==> src/rtl/lcell_pkg.sv <==
package lcell_pkg;
  localparam int LUT_K       = 4;
  localparam int MASK_W      = 1 << LUT_K;
  localparam int HALF_W      = MASK_W / 2;
  localparam int CFG_W       = MASK_W + 5;
  localparam int CNT_EN_BIT  = 0;
  localparam int CNT_DIR_BIT = 1;
  localparam int LOAD_BIT    = 2;

  typedef enum logic [1:0] {
    MODE_LOGIC = 2'b00,
    MODE_ARITH = 2'b01,
    MODE_COUNT = 2'b10,
    MODE_ALT   = 2'b11
  } mode_e;

  typedef struct packed {
    logic               pkdReg;
    logic               fourthCin;
    logic               cascOr;
    mode_e              mode;
    logic [MASK_W-1:0]  mask;
  } cfg_t;

  typedef struct packed {
    logic arithMode;
    logic countMode;
    logic fourthCin;
    logic cascOr;
    logic pkdReg;
    logic regClear;
    logic regLoad;
    logic regWrite;
  } strobe_t;
endpackage

==> src/rtl/lcell_ctrl.sv <==
module lcell_ctrl
  import lcell_pkg::*;
(
  input  logic              clk,
  input  logic              rstN,
  input  logic              cfgWe,
  input  logic [CFG_W-1:0]  cfgWord,
  input  logic              clkEn,
  input  logic              syncClr,
  input  logic              syncLoad,
  output strobe_t           strobe,
  output logic [MASK_W-1:0] lutMask
);
  cfg_t cfgQ;
  logic isArith;
  logic isCount;

  always_ff @(posedge clk or negedge rstN) begin
    if (!rstN) cfgQ <= '0;
    else if (cfgWe) cfgQ <= cfg_t'(cfgWord);
  end

  assign isArith = (cfgQ.mode == MODE_ARITH);
  assign isCount = (cfgQ.mode == MODE_COUNT);

  always_comb begin
    strobe           = '0;
    strobe.arithMode = isArith;
    strobe.countMode = isCount;
    strobe.fourthCin = cfgQ.fourthCin & ~isArith & ~isCount;
    strobe.cascOr    = cfgQ.cascOr;
    strobe.pkdReg    = cfgQ.pkdReg & ~isArith & ~isCount;
    strobe.regClear  = clkEn & syncClr;
    strobe.regLoad   = clkEn & ~syncClr & syncLoad;
    strobe.regWrite  = clkEn & ~syncClr & ~syncLoad;
  end

  assign lutMask = cfgQ.mask;
endmodule

==> src/rtl/lcell_dp.sv <==
module lcell_dp
  import lcell_pkg::*;
(
  input  logic              clk,
  input  logic              rstN,
  input  strobe_t           strobe,
  input  logic [MASK_W-1:0] lutMask,
  input  logic [LUT_K-1:0]  dataIn,
  input  logic              carryIn,
  input  logic              cascadeIn,
  output logic              combOut,
  output logic              regOut,
  output logic              carryOut,
  output logic              cascadeOut
);
  logic             fourthIn;
  logic [LUT_K-1:0] normIdx;
  logic             normOut;
  logic [LUT_K-2:0] arithIdx;
  logic [1:0]       halfOut;
  logic             regQ;
  logic             regD;
  logic             cntToggle;
  logic             cntNext;
  logic             cntCarry;

  // logic mode: one table over four inputs, the top one selectable
  assign fourthIn = strobe.fourthCin ? carryIn : dataIn[LUT_K-1];
  assign normIdx  = {fourthIn, dataIn[LUT_K-2:0]};
  assign normOut  = lutMask[normIdx];

  // arithmetic mode: the mask splits into two half tables sharing one index
  assign arithIdx = {carryIn, dataIn[LUT_K-3:0]};
  for (genvar h = 0; h < 2; h++) begin : g_half
    logic [HALF_W-1:0] halfMask;
    assign halfMask   = lutMask[h*HALF_W +: HALF_W];
    assign halfOut[h] = halfMask[arithIdx];
  end

  // counter mode: one-bit slice of a ripple counter
  assign cntToggle = dataIn[CNT_EN_BIT] & carryIn;
  assign cntNext   = regQ ^ cntToggle;
  assign cntCarry  = cntToggle & (dataIn[CNT_DIR_BIT] ? regQ : ~regQ);

  always_comb begin
    if (strobe.countMode) begin
      combOut  = cntNext;
      carryOut = cntCarry;
    end else if (strobe.arithMode) begin
      combOut  = halfOut[0];
      carryOut = halfOut[1];
    end else begin
      combOut  = normOut;
      carryOut = carryIn;
    end
  end

  assign cascadeOut = strobe.cascOr ? (combOut | cascadeIn) : (combOut & cascadeIn);

  always_comb begin
    regD = regQ;
    if (strobe.regClear)      regD = 1'b0;
    else if (strobe.regLoad)  regD = dataIn[LOAD_BIT];
    else if (strobe.regWrite) regD = strobe.pkdReg ? dataIn[LUT_K-1] : combOut;
  end

  always_ff @(posedge clk or negedge rstN) begin
    if (!rstN) regQ <= 1'b0;
    else regQ <= regD;
  end

  assign regOut = regQ;
endmodule

==> src/rtl/logic_cell.sv <==
module logic_cell
  import lcell_pkg::*;
(
  input  logic             clk,
  input  logic             rstN,
  input  logic             cfgWe,
  input  logic [CFG_W-1:0] cfgWord,
  input  logic [LUT_K-1:0] dataIn,
  input  logic             carryIn,
  input  logic             cascadeIn,
  input  logic             clkEn,
  input  logic             syncClr,
  input  logic             syncLoad,
  output logic             combOut,
  output logic             regOut,
  output logic             carryOut,
  output logic             cascadeOut
);
  strobe_t           strobe;
  logic [MASK_W-1:0] lutMask;

  lcell_ctrl u_ctrl (
    .clk(clk), .rstN(rstN), .cfgWe(cfgWe), .cfgWord(cfgWord),
    .clkEn(clkEn), .syncClr(syncClr), .syncLoad(syncLoad),
    .strobe(strobe), .lutMask(lutMask)
  );

  lcell_dp u_dp (
    .clk(clk), .rstN(rstN), .strobe(strobe), .lutMask(lutMask),
    .dataIn(dataIn), .carryIn(carryIn), .cascadeIn(cascadeIn),
    .combOut(combOut), .regOut(regOut), .carryOut(carryOut),
    .cascadeOut(cascadeOut)
  );
endmodule

==> config.mk <==
export PLATFORM = sky130hd
export DESIGN_NAME = logic_cell
export DESIGN_NICKNAME = d
export VERILOG_FILES = /design/src/rtl/lcell_pkg.sv /design/src/rtl/lcell_ctrl.sv /design/src/rtl/lcell_dp.sv /design/src/rtl/logic_cell.sv
export SDC_FILE = /design/constraint.sdc
export NUM_CORES = 1
export LEC_CHECK = 0
export BUFFER_PORTS_ARGS = -buffer_cell sky130_fd_sc_hd__buf_2
export CORE_MARGIN = 8
export CORE_UTILIZATION = 40
export CTS_BUF_LIST = sky130_fd_sc_hd__clkbuf_8
export DETAILED_ROUTE_END_ITERATION = 7
export PLACE_DENSITY = 0.67
export SLEW_MARGIN = 10
export SYNTH_ARGS = -nofsm -noshare
export SYNTH_HDL_FRONTEND = slang
export SYNTH_SLANG_ARGS = --single-unit
==> constraint.sdc <==
create_clock -name clk -period 1.55 [get_ports clk]
set_clock_uncertainty 0.1 [all_clocks]
set_input_delay 0.155 -clock clk [delete_from_list [all_inputs] [get_ports clk]]
set_output_delay 0.155 -clock clk [all_outputs]
set_load 0.02 [all_outputs]
**Word level (Yosys, flattened, before mapping)**

Cells that the tools add are included.

- Magnitude comparators: 2
- Equality and inequality tests: 2
- Muxes and demuxes: 17
- Bitwise gates (word level): 18
- Reduce and logical (&&, ||, !) cells: 1

Operators with widths:

| operator | number |
|---|---|
| $mux 1 | 14 |
| $and 1x1->1 | 11 |
| $bmux 1 s3 | 2 |
| $lt 4x5->1 const B | 1 |
| $not 1->1 | 5 |
| $bmux 1 s4 | 1 |
| $lt 3x4->1 const B | 1 |
| $reduce_bool 3->1 | 1 |
| $eq 2x1->1 const B | 1 |
| $eq 2x2->1 const B | 1 |
| $or 1x1->1 | 1 |
| $xor 1x1->1 | 1 |

- Flip-flop bits (word level): 22
- Word-level logic and storage cells: 46

**Depth between registers and ports, before layout**

Gate-level depths: netlist of the first run.

- Depth in word-level cells: 13
- Mapped depth: 6

**By module**

A second synthesis of the first run with hierarchy kept.

- Cell total of the unflattened synthesis: 102
- Area, all modules: 1383.8 um^2

Modules (own cells, without submodules):

| module | instances | cells an instance | area an instance (um^2) | sequential area each (um^2) |
|---|---|---|---|---|
| lcell_ctrl | 1 | 71 | 1058.5 | 525.5 |
| lcell_dp | 1 | 31 | 325.3 | 25.0 |

**Worst setup path after synthesis of the first run**

Ideal clock, no wire load.

- Kind: flip-flop to output port
- From: register u_ctrl.cfgQ[17] in the netlist's numbering
- To: output port cascadeOut
- Data arrival time: 1682 ps
- Data required time: 1295 ps
- Path slack: -387 ps
- Stages on the path, launching flop included: 6
- Cells stage by stage: dfrtp_1 > xnor2_2 > and3_1 > a2bb2oi_1 > nor2_1 > a311oi_2

- Word-level cells in the longest chain between the ends: 11

Ends and longest elaborated chain:

| what | line | text |
|---|---|---|
| from (decl) | lcell_ctrl.sv:14 | `cfg_t cfgQ;` |
| from (signal assigned) | lcell_ctrl.sv:20 | `else if (cfgWe) cfgQ <= cfg_t'(cfgWord);` |
| $eq 2x1->1 | lcell_ctrl.sv:23 | `assign isArith = (cfgQ.mode == MODE_ARITH);` |
| $not 1->1 | lcell_ctrl.sv:30 | `strobe.fourthCin = cfgQ.fourthCin & ~isArith & ~isCount;` |
| $and 1x1->1 (2 in a row) | lcell_ctrl.sv:30 |  |
| $mux 1 | lcell_dp.sv:28 | `assign fourthIn = strobe.fourthCin ? carryIn : dataIn[LUT_K-1];` |
| $bmux 1 s4 | lcell_dp.sv:30 | `assign normOut = lutMask[normIdx];` |
| $mux 1 (implied by the code) | lcell_dp.sv:30 |  |
| $mux 1 | lcell_dp.sv:49 | `end else if (strobe.arithMode) begin` |
| $mux 1 * | lcell_dp.sv:46 | `if (strobe.countMode) begin` |
| $and 1x1->1 or $or 1x1->1 (tied branches) | lcell_dp.sv:58 | `assign cascadeOut = strobe.cascOr ? (combOut \| cascadeIn) : (combOut & cascadeIn);` |
| $mux 1 * | lcell_dp.sv:58 |  |
| to (decl) | logic_cell.sv:17 | `output logic cascadeOut` |

Every way passes the cells marked *; elsewhere a longest branch is shown, timed or not. The select of a mux whose other input is x is not followed.

**Worst setup path in the final report of the first run**

- From: register u_ctrl.cfgQ (netlist bit u_ctrl.lutMask[1])
- To: output port cascadeOut

- Word-level cells in the longest chain between the ends: 6

Ends and longest elaborated chain:

| what | line |
|---|---|
| $bmux 1 s4 or $bmux 1 s3 (tied branches) | lcell_dp.sv:30, lcell_dp.sv:37 |
| $mux 1, on equally long branches | lcell_dp.sv:30, lcell_dp.sv:37 |
| $mux 1 * | lcell_dp.sv:49 |
| $mux 1 * | lcell_dp.sv:46 |
| $and 1x1->1 or $or 1x1->1 (tied branches) | lcell_dp.sv:58 |
| $mux 1 * | lcell_dp.sv:58 |

Marks and branches as above.

==> impl_metrics.toml, run 1 <==
[setup_path]
timing.critical_path.fanout_max = 2
setup.reg_to_reg.worst_slack_ps = -390
worst_setup_path_end_kind = "output port"
critical_path.startpoint_type = "register"
arrival_ps = 1900
timing.setup.critical_path_class = "reg -> out"
crit_required_ps = 1290

[synthesis]
netlist-cell-type-count = 30
post_syn_instances = 88
ys_warn_count = 0
post_synth_arst_share_pct = 100
synth.top_cells.by_area = "sky130_fd_sc_hd__dfrtp_1 (46%), sky130_fd_sc_hd__mux2_2 (19%), sky130_fd_sc_hd__mux4_1 (8.9%)"
synthDominantCellAreaShare_pct = 46.4
ys_seq_elements = 22
synth_area_per_cell_um2 = 13.5
synth-edff-count = 0
syn_nets = 121
synthFlopType = "sky130_fd_sc_hd__dfrtp_1"
netlist.top_cell.by_area = "sky130_fd_sc_hd__dfrtp_1"
synth_sequential_area_ratio_pct = 46.4
mappedNetlistArea_um2 = 1190
yosys.cell_count.top_type = "sky130_fd_sc_hd__dfrtp_1"
post_synth_most_frequent_cells = "sky130_fd_sc_hd__dfrtp_1 (22), sky130_fd_sc_hd__mux2_2 (20), sky130_fd_sc_hd__nand2_1 (6)"

[route]
route.detailed.vias_per_inst = 5.19
num_vias = 877
drtIter0Drc = 20
ant_nets = 0
drc = 0
drt-wirelength-per-cell_um = 15.3
routed_wirelength_mm = 2.58
detail_route.first_pass.iterations = 4

[power]
share_comb_of_total_power_pct = 34.1
static-leakage-power_uw = 0.000735
clkPwrFrac_pct = 21.8
flop_pwr_share_pct = 44.1
ir_worst_vdd_uv = 683
pwr_total_uw = 1540
swShare_pct = 28.0
internal_power_uw = 1110
switchingPower_uw = 432
pwr_density_cell_nw_per_um2 = 952

[sta]
hold_violations_final = 0
worst_slack_ps = -605
setup_repair_after_global_routing_missed_its_margin = "true"
fmax_mhz = 464
final.period_utilization_pct = 139
setup_violations = 4
max_slew_margin_pct = 68.9
setup_total_negative_slack_ps = -1830
slew_violations = 0
worst_pin_slew_ps = 466
post_route_minimum_period_ps = 2160

[min_path]
type_of_the_tightest_min_delay_check = "in -> reg"

[status]
run_status = "complete, but fails checks"
violations = "negative setup slack"

[clock_tree]
cts-htree-levels = 1
clk_latency_ps = 250
clock_root_buffer = "sky130_fd_sc_hd__clkbuf_8"
cts_made_buffers = 3
cts.path.max_buffers = 2
tritoncts = "built"
cts.sinks = 22
clkTransAtPathRegs_ps = 70

[floorplanning]
io-pin-count = 37
initial_core_util_pct = 42.6
placement_rows = 19
die_width_um = 70.5
floorplan_die_area_um2 = 4960
core_um2 = 2780
die_height_um = 70.5

[placement]
gp_congestion = 0.739
portBuffers = 36
detailedPlacementHpwl_mm = 2.13
dpl_worst_slack_ps = -416

[final_layout]
filler_cell_count = 233
final_net_count = 173
final_layout_size_suffix_gt1_share_pct = 68.1
antenna_cells_inserted = 0
area_growth_pct = 36.6

[grt]
initial_antenna_violation_count = 0
globalRouteOverflowTotal = 0
number_of_global_route_vias_before_repair = 952
grtUsageTotal_pct = 10.8
first_pass_grt_wire_length_mm = 4.39
grt_max_degree = 23

[flow_run]
max_cap_violations = 0
[power groups by stage]
stage                     Clock [uW]  Combinational (uW)  Sequential, uW
after floorplan                    0                 281             687
after global placement             0                 434             687
after detailed placement           0                 446             691
after CTS                        350                 504             681
after global routing             372                 567             688
final                            336                 526             680
[sequential cells by signal, summed over array words and instances, names as in the netlist]
signal,flops
u_ctrl.cfgQ,4
u_ctrl.lutMask,16
u_dp.regOut,1
u_ctrl.strobe,1
[per-stage QoR]
step	hold slack [ps]	utilization, %	instance area (um2)	std cells
final	10.5	58.3	1620	169
after global routing	19.4	58.3	1620	169
after CTS	11.7	57.3	1590	167
after detailed placement	39.4	53.4	1490	161
after global placement	33.9	53.4	1490	161
after floorplan	-241	-	1220	88
[path summary, 6_finish.rpt]
path	start	endpoint	cells after the start
min reg2reg	u_ctrl.cfgQ[20]$_DFFE_PN0P_	u_dp.regOut$_DFFE_PN0P_	1
max in group asynchronous	rstN	u_dp.regOut$_DFFE_PN0P_	2
min in group asynchronous	rstN	u_ctrl.lutMask[6]$_DFFE_PN0P_	2
min	cfgWord[18]	u_ctrl.strobe[4]$_DFFE_PN0P_	3
max reg2reg	u_ctrl.lutMask[3]$_DFFE_PN0P_	u_dp.regOut$_DFFE_PN0P_	8
max	u_ctrl.lutMask[1]$_DFFE_PN0P_	cascadeOut	6
[timing repair]
item / in CTS / in global routing
resized for setup: 15 / 3
hold endpoints to repair: 22 / 0
endpoints found under the setup margin: 4 / 4
setup buffers: 2 / 2
hold buffers: 1 / 0
pin swaps: 3 / 4
[metal layers]
layer / vias to the layer above / GRT usage, % / part of all wire (%)
li1: 426 / - / -
met1: 427 / 13.6 / 45
met2: 22 / 16.0 / 49
met3: 2 / 3.67 / 5.5
met4: 0 / 4.91 / 0.58
met5: - / 0 / 0
[cell families after synthesis]
kind of cell,share of synthesized area (%)
adder cells (fa/ha/maj),0.949
AND/OR/NAND/NOR,6.54
buffers and inverters,2.85
multiplexers,28.7
flip-flops,46.4
AO/OA/AOI/OAI,11.7
XOR/XNOR,2.85
[cells in the final DEF, fill, tap and decap left out, drive strengths merged]
master / netlist / final
xnor2: 2 / 2
nor3: 1 / 1
a311oi: 1 / 1
nor2b: 3 / 3
and3: 1 / 1
a22o: 1 / 1
nand2: 6 / 6
o21ai: 2 / 2
a21o: 1 / 1
maj3: 1 / 1
dlygate4sd3: 0 / 1
mux2: 20 / 20
o31a: 1 / 1
nor2: 1 / 1
clkbuf: 0 / 3
mux2i: 1 / 1
xor2: 1 / 1
and3b: 1 / 1
a211oi: 2 / 2
a21oi: 2 / 2
a32oi: 1 / 1
nand2b: 2 / 2
buf: 3 / 49
o41ai: 1 / 1
dfrtp: 22 / 22
a2bb2oi: 2 / 2
mux4: 4 / 4
inv: 4 / 4
a21boi: 1 / 1
[worst max-delay path: stages (launching register included)]
cell,delay [ps]
sky130_fd_sc_hd__dfrtp_1,370
sky130_fd_sc_hd__mux4_2,280
sky130_fd_sc_hd__mux2i_2,90
sky130_fd_sc_hd__a22o_4,230
sky130_fd_sc_hd__maj3_2,310
sky130_fd_sc_hd__a311oi_4,210
sky130_fd_sc_hd__buf_6,150
[cell type report]
type,instances,area (um2),share of cell area [%]
flip-flops and latches,22,554,34.2
inverters,4,15.0,0.927
repair buffers,50,310,19.2
multi-input cells,59,661,40.8
well taps,31,38.8,2.39
clock buffers,3,41.3,2.55
Note: power is estimated with default switching activity, not from simulation.
==> inputs of run 2 (changes only) <==
Settings changed: CORE_ASPECT_RATIO set to 1.25, PLACE_DENSITY 0.67 to 0.66, SYNTH_HIERARCHICAL set to 1.
==> run 2 against run 1 <==
The run still ends with negative setup slack left. Fmax down 20%. Worst setup slack worse by 530 ps. Die area rose by 13%. Via count increased by 6.4%. Register-to-register slack better by 20 ps. Wire length increased by 17%. Synthesized area is 17% higher. Final cell count up 12%. Sequential cell count stayed put. Sequential share of layout area is 3.8 points lower. Cell area is 12% higher. Utilization is 4.9 points lower. Critical endpoint unchanged. Largest power group unchanged. Highest routed layer unchanged.
==> impl_metrics.toml, run 2 <==
[status]
violations = "negative setup slack"
run_status = "complete, but fails checks"

[final_layout]
instances_no_fill = 190
mostFrequentLayoutCells = "sky130_fd_sc_hd__buf_2 (35), sky130_fd_sc_hd__buf_4 (29), sky130_fd_sc_hd__dfrtp_1 (22)"
final_layout_size_suffix_gt1_share_pct = 70.9
post-route-util_pct = 53.4
largest_register_ff_count = 16
layout.cells.most_common = "sky130_fd_sc_hd__buf_2"
antenna_cells_inserted = 0
area_growth_pct = 30.9
final_net_count = 185
layout.cell_area.non_filler_um2 = 1810

[floorplanning]
core_um2 = 3390
io-pin-count = 37
initial_core_util_pct = 40.8
floorplan_die_area_um2 = 5610
die_height_um = 81.8
die_width_um = 68.6
placement_rows = 24

[placement]
dpl_cell_area_um2 = 1670
detailedPlacementHpwl_mm = 2.42
portBuffers = 36
gp_congestion = 0.824
cell_count_after_placement = 182

[sta]
slew_violations = 0
worst_slack_ps = -1130
final.period_utilization_pct = 173
hold_violations_final = 0
fmax_mhz = 373
max_slew_margin_pct = 67.2
post_route_minimum_period_ps = 2680
setup_violations = 4
setup_repair_after_global_routing_missed_its_margin = "true"
worst_pin_slew_ps = 491

[synthesis]
ys_warn_count = 6
syn_nets = 135
post_syn_instances = 102
synthFlopType = "sky130_fd_sc_hd__dfrtp_1"
post_synth_arst_share_pct = 100
mappedNetlistArea_um2 = 1380
synth_area_per_cell_um2 = 13.6
synth_sequential_area_ratio_pct = 39.8
synth.top_cells.by_area = "sky130_fd_sc_hd__dfrtp_1 (40%), sky130_fd_sc_hd__mux2_4 (22%), sky130_fd_sc_hd__buf_4 (10%)"
synthDominantCellAreaShare_pct = 39.8
netlist.top_cell.by_area = "sky130_fd_sc_hd__dfrtp_1"
synth-edff-count = 0
netlist-cell-type-count = 29
ys_seq_elements = 22
post_synth_most_frequent_cells = "sky130_fd_sc_hd__dfrtp_1 (22), sky130_fd_sc_hd__mux2_4 (20), sky130_fd_sc_hd__buf_4 (19)"
yosys.cell_count.top_type = "sky130_fd_sc_hd__dfrtp_1"

[setup_path]
critical_path.startpoint_type = "register"
worst_setup_path_end_kind = "output port"
crit_required_ps = 1290
timing.critical_path.fanout_max = 2
timing.setup.critical_path_class = "reg -> out"
arrival_ps = 2430

[clock_tree]
clk_latency_ps = 260
cts-htree-levels = 1
tritoncts = "built"
cts.sinks = 22
cts.path.max_buffers = 2
clock_root_buffer = "sky130_fd_sc_hd__clkbuf_8"
cts_made_buffers = 3
clkTransAtPathRegs_ps = 80

[power]
ir_worst_vdd_uv = 692
pwr_density_cell_nw_per_um2 = 904
pwr_total_uw = 1640
static-leakage-power_uw = 0.000899

[route]
detailroute.wirelength.met2_mm = 1.65
topRoutingLayerUsed = "met4"
drc = 0
m1WireLength_mm = 1.17
routed_length_on_met3_um = 115
detail_route.first_pass.iterations = 4
drt-wirelength-per-cell_um = 15.9
num_vias = 933
route.detailed.vias_per_inst = 4.91
drtIter0Drc = 17
ant_nets = 0
routed_wirelength_mm = 3.01

[grt]
grtUsageTotal_pct = 11.6
globalRouteOverflowTotal = 0
grt_max_degree = 23
first_pass_grt_wire_length_mm = 4.90
number_of_global_route_vias_before_repair = 1091
initial_antenna_violation_count = 0

[flow_run]
max_cap_violations = 0

[min_path]
type_of_the_tightest_min_delay_check = "in -> reg"
run 2: path summary, 6_finish.rpt:
check,from,end,depth (start not counted),slack (ps)
max in group asynchronous,rstN,u_ctrl/strobe[4]$_DFFE_PN0P_,2,730
setup reg to reg,u_ctrl/lutMask[3]$_DFFE_PN0P_,u_dp/regOut$_DFFE_PN0P_,5,-370
hold reg to reg,u_ctrl/lutMask[11]$_DFFE_PN0P_,u_ctrl/lutMask[11]$_DFFE_PN0P_,1,410
min in group asynchronous,rstN,u_ctrl/lutMask[2]$_DFFE_PN0P_,2,280
setup / recovery,u_ctrl/lutMask[7]$_DFFE_PN0P_,cascadeOut,5,-1130
hold / removal,cfgWord[0],u_ctrl/lutMask[0]$_DFFE_PN0P_,2,20
run 2: final cells by class:
class | count | area (um2)
Fill cell | 309 | 1580
Tap cell | 39 | 48.8
Timing Repair Buffer | 67 | 434
Clock buffer | 4 | 55.1
Multi-Input combinational cell | 58 | 723
Sequential cell | 22 | 551
run 2: power by group:
part / switching (uW) / internal (uW)
Combinational: 213 / 347
Clock: 180 / 226
Sequential: 38.4 / 633
run 2: kinds of logic (layout without fill, tap and decap cells):
kind of cell               after synthesis  in the layout  synth area share, %
AOI/OAI and AO/OA                       11             11                 6.15
xor gates and xnor gates                 2              2                 1.27
adders and majority gates                1              1                0.814
buffers and inverters                   22             71                 12.7
DFF                                     22             22                 39.8
muxes                                   27             27                 31.4
and+or+nand+nor                         17             17                 7.87
run 2: routing by layer:
metal  vias to the layer above  global-route usage, %
met2                        20                   20.6
li1                        451                      -
met4                         0                   6.37
met5                         -                      0
met1                       455                   12.3
met3                         7                   2.59
run 2: timing repair:
action | CTS | global route
resized for setup | 6 | 4
buffers inserted | 1 | 2
endpoints found under the hold margin | 22 | 0
hold buffers | 1 | 0
setup endpoints to repair | 4 | 4
pin swaps | 3 | 1
run 2: metrics by stage:
step,TNS (ps),hold slack [ps],setup slack [ps]
after floorplan,-1660,-241,-863
after global routing,-2930,10.3,-1190
after global placement,-1900,34.9,-850
after CTS,-2790,11.0,-1150
final,-2710,17.0,-1130
after detailed placement,-2080,54.5,-890
run 2: worst max-delay path, stage by stage, from the launching register on:
cell	delay, ps
sky130_fd_sc_hd__dfrtp_1	390
sky130_fd_sc_hd__mux4_2	490
sky130_fd_sc_hd__mux4_2	520
sky130_fd_sc_hd__a211o_4	340
sky130_fd_sc_hd__maj3_2	280
sky130_fd_sc_hd__buf_2	160
==> inputs of run 3 (changes only) <==
Settings changed: SKIP_LAST_GASP set to 1.
==> run 3 against run 2 <==
The run still ends with negative setup slack left. Die area stayed put. Count of clock-buffer cells in the layout stayed put. Fmax hardly changed. Sequential share of layout area is 0.15 points higher. Power is 0.23% lower. Sequential power hardly changed. Sequential cell count stayed put. Critical path type unchanged. Wire length hardly changed. Critical endpoint unchanged. Critical path depth stayed put. Final cell count stayed put.
==> impl_metrics.toml, run 3 (synthesis results as in run 2) <==
[route]
drt-wirelength-per-cell_um = 15.8
drc = 0
detail_route.first_pass.iterations = 4
routed_wirelength_mm = 3.01
ant_nets = 0
drtIter0Drc = 16
num_vias = 923
route.detailed.vias_per_inst = 4.86

[setup_path]
critical_path.startpoint_type = "register"
timing.setup.critical_path_class = "reg -> out"
timing.critical_path.fanout_max = 2
r2r-end = "u_dp/regOut$_DFFE_PN0P_"
reg2regPathDepth = 7
worst_setup_path_end_kind = "output port"
arrival_ps = 2430
setup.reg_to_reg.worst_slack_ps = -370
crit_required_ps = 1290
worstReg2RegStart = "u_ctrl/cfgQ[16]$_DFFE_PN0P_"

[power]
static-leakage-power_uw = 0.000894
ir_worst_vdd_uv = 692
pwr_density_cell_nw_per_um2 = 907
pwr_total_uw = 1630

[min_path]
worstHoldStart = "cfgWord[0]"
type_of_the_tightest_min_delay_check = "in -> reg"
min_path_cells = 2
hold_path_end = "u_ctrl/lutMask[0]$_DFFE_PN0P_"

[final_layout]
final_net_count = 185
largest_register_ff_count = 16
antenna_cells_inserted = 0
final_layout_size_suffix_gt1_share_pct = 70.9
layout.cell_area.non_filler_um2 = 1800
layout.cells.most_common = "sky130_fd_sc_hd__buf_2"
filler_cell_count = 309
area_growth_pct = 30.3
instances_no_fill = 190
mostFrequentLayoutCells = "sky130_fd_sc_hd__buf_2 (35), sky130_fd_sc_hd__buf_4 (30), sky130_fd_sc_hd__dfrtp_1 (22)"

[sta]
worst_pin_slew_ps = 491
post_route_minimum_period_ps = 2690
hold_violations_final = 0
final.period_utilization_pct = 173
slew_violations = 0
setup_violations = 4
setup_repair_after_global_routing_missed_its_margin = "true"
fmax_mhz = 372
worst_slack_ps = -1140
setup_total_negative_slack_ps = -2770
max_slew_margin_pct = 67.2

[floorplanning]
die_height_um = 81.8
initial_core_util_pct = 40.8
floorplan_die_area_um2 = 5610
io-pin-count = 37
placement_rows = 24
core_um2 = 3390
die_width_um = 68.6

[clock_tree]
clkTransAtPathRegs_ps = 80
clock_root_buffer = "sky130_fd_sc_hd__clkbuf_8"
clk_latency_ps = 260
tritoncts = "built"
cts_made_buffers = 3
cts.path.max_buffers = 2
cts.sinks = 22
cts-htree-levels = 1

[status]
run_status = "complete, but fails checks"
violations = "negative setup slack"

[placement]
dpl_cell_area_um2 = 1670
portBuffers = 36
gp_congestion = 0.824
detailedPlacementHpwl_mm = 2.42
cell_count_after_placement = 182
dpl_worst_slack_ps = -890

[grt]
grt_max_degree = 23
globalRouteOverflowTotal = 0
first_pass_grt_wire_length_mm = 4.90
grtUsageTotal_pct = 11.6
number_of_global_route_vias_before_repair = 1091
initial_antenna_violation_count = 0

[flow_run]
max_cap_violations = 0
[run 3: final cells by class]
class	instances	area [um2]	area share, %
multi-input combinational	58	718	39.8
sequential	22	551	30.5
timing repair buffer	67	430	23.9
clock buffer	4	55.1	3.05
tap	39	48.8	2.71
[run 3: how the worst max path moves through the flow]
stage / from / end / depth (start not counted)
4_1_cts: u_ctrl/lutMask[7]$_DFFE_PN0P_ / cascadeOut / 5
3_3_place_gp: dataIn[0] / cascadeOut / 6
3_5_place_dp: u_ctrl/cfgQ[16]$_DFFE_PN0P_ / cascadeOut / 7
5_1_grt: u_ctrl/lutMask[7]$_DFFE_PN0P_ / cascadeOut / 5
2_1_floorplan: u_ctrl/lutMask[7]$_DFFE_PN0P_ / cascadeOut / 5
6_report: u_ctrl/lutMask[7]$_DFFE_PN0P_ / cascadeOut / 5
[run 3: where the power goes]
part,internal [uW],switching [uW]
registers,633,37.8
clock network,226,182
logic,344,211
[run 3: stage by stage]
stage                     hold WS (ps)  util [%]
after floorplan                   -241         -
after global placement            34.9      49.3
after detailed placement          54.5      49.3
after CTS                         11.0      52.4
after global routing              10.3      53.1
final                             15.8      53.1
[run 3: layer usage]
layer / global-route usage [%] / vias up / routed length (um)
li1: - / 451 / -
met1: 12.3 / 445 / 1160
met2: 20.6 / 20 / 1660
met3: 2.59 / 7 / 115
met4: 6.37 / 0 / 77
met5: 0 / - / 0
[run 3: critical path, stage by stage (launching register included)]
cell and delay (ps):
sky130_fd_sc_hd__dfrtp_1 390, sky130_fd_sc_hd__mux4_2 490, sky130_fd_sc_hd__mux4_2 520, sky130_fd_sc_hd__a211o_4 340
sky130_fd_sc_hd__maj3_2 280, sky130_fd_sc_hd__buf_2 160
[run 3: timing repair]
| action | in CTS | in global routing |
|---|---|---|
| gates resized for setup | 6 | 2 |
| endpoints found under the hold margin | 22 | 0 |
| endpoints found under the setup margin | 4 | 4 |
| hold buffers | 1 | 0 |
| gates cloned | 0 | 0 |
| pin swaps | 3 | 1 |
| setup buffers | 1 | 2 |
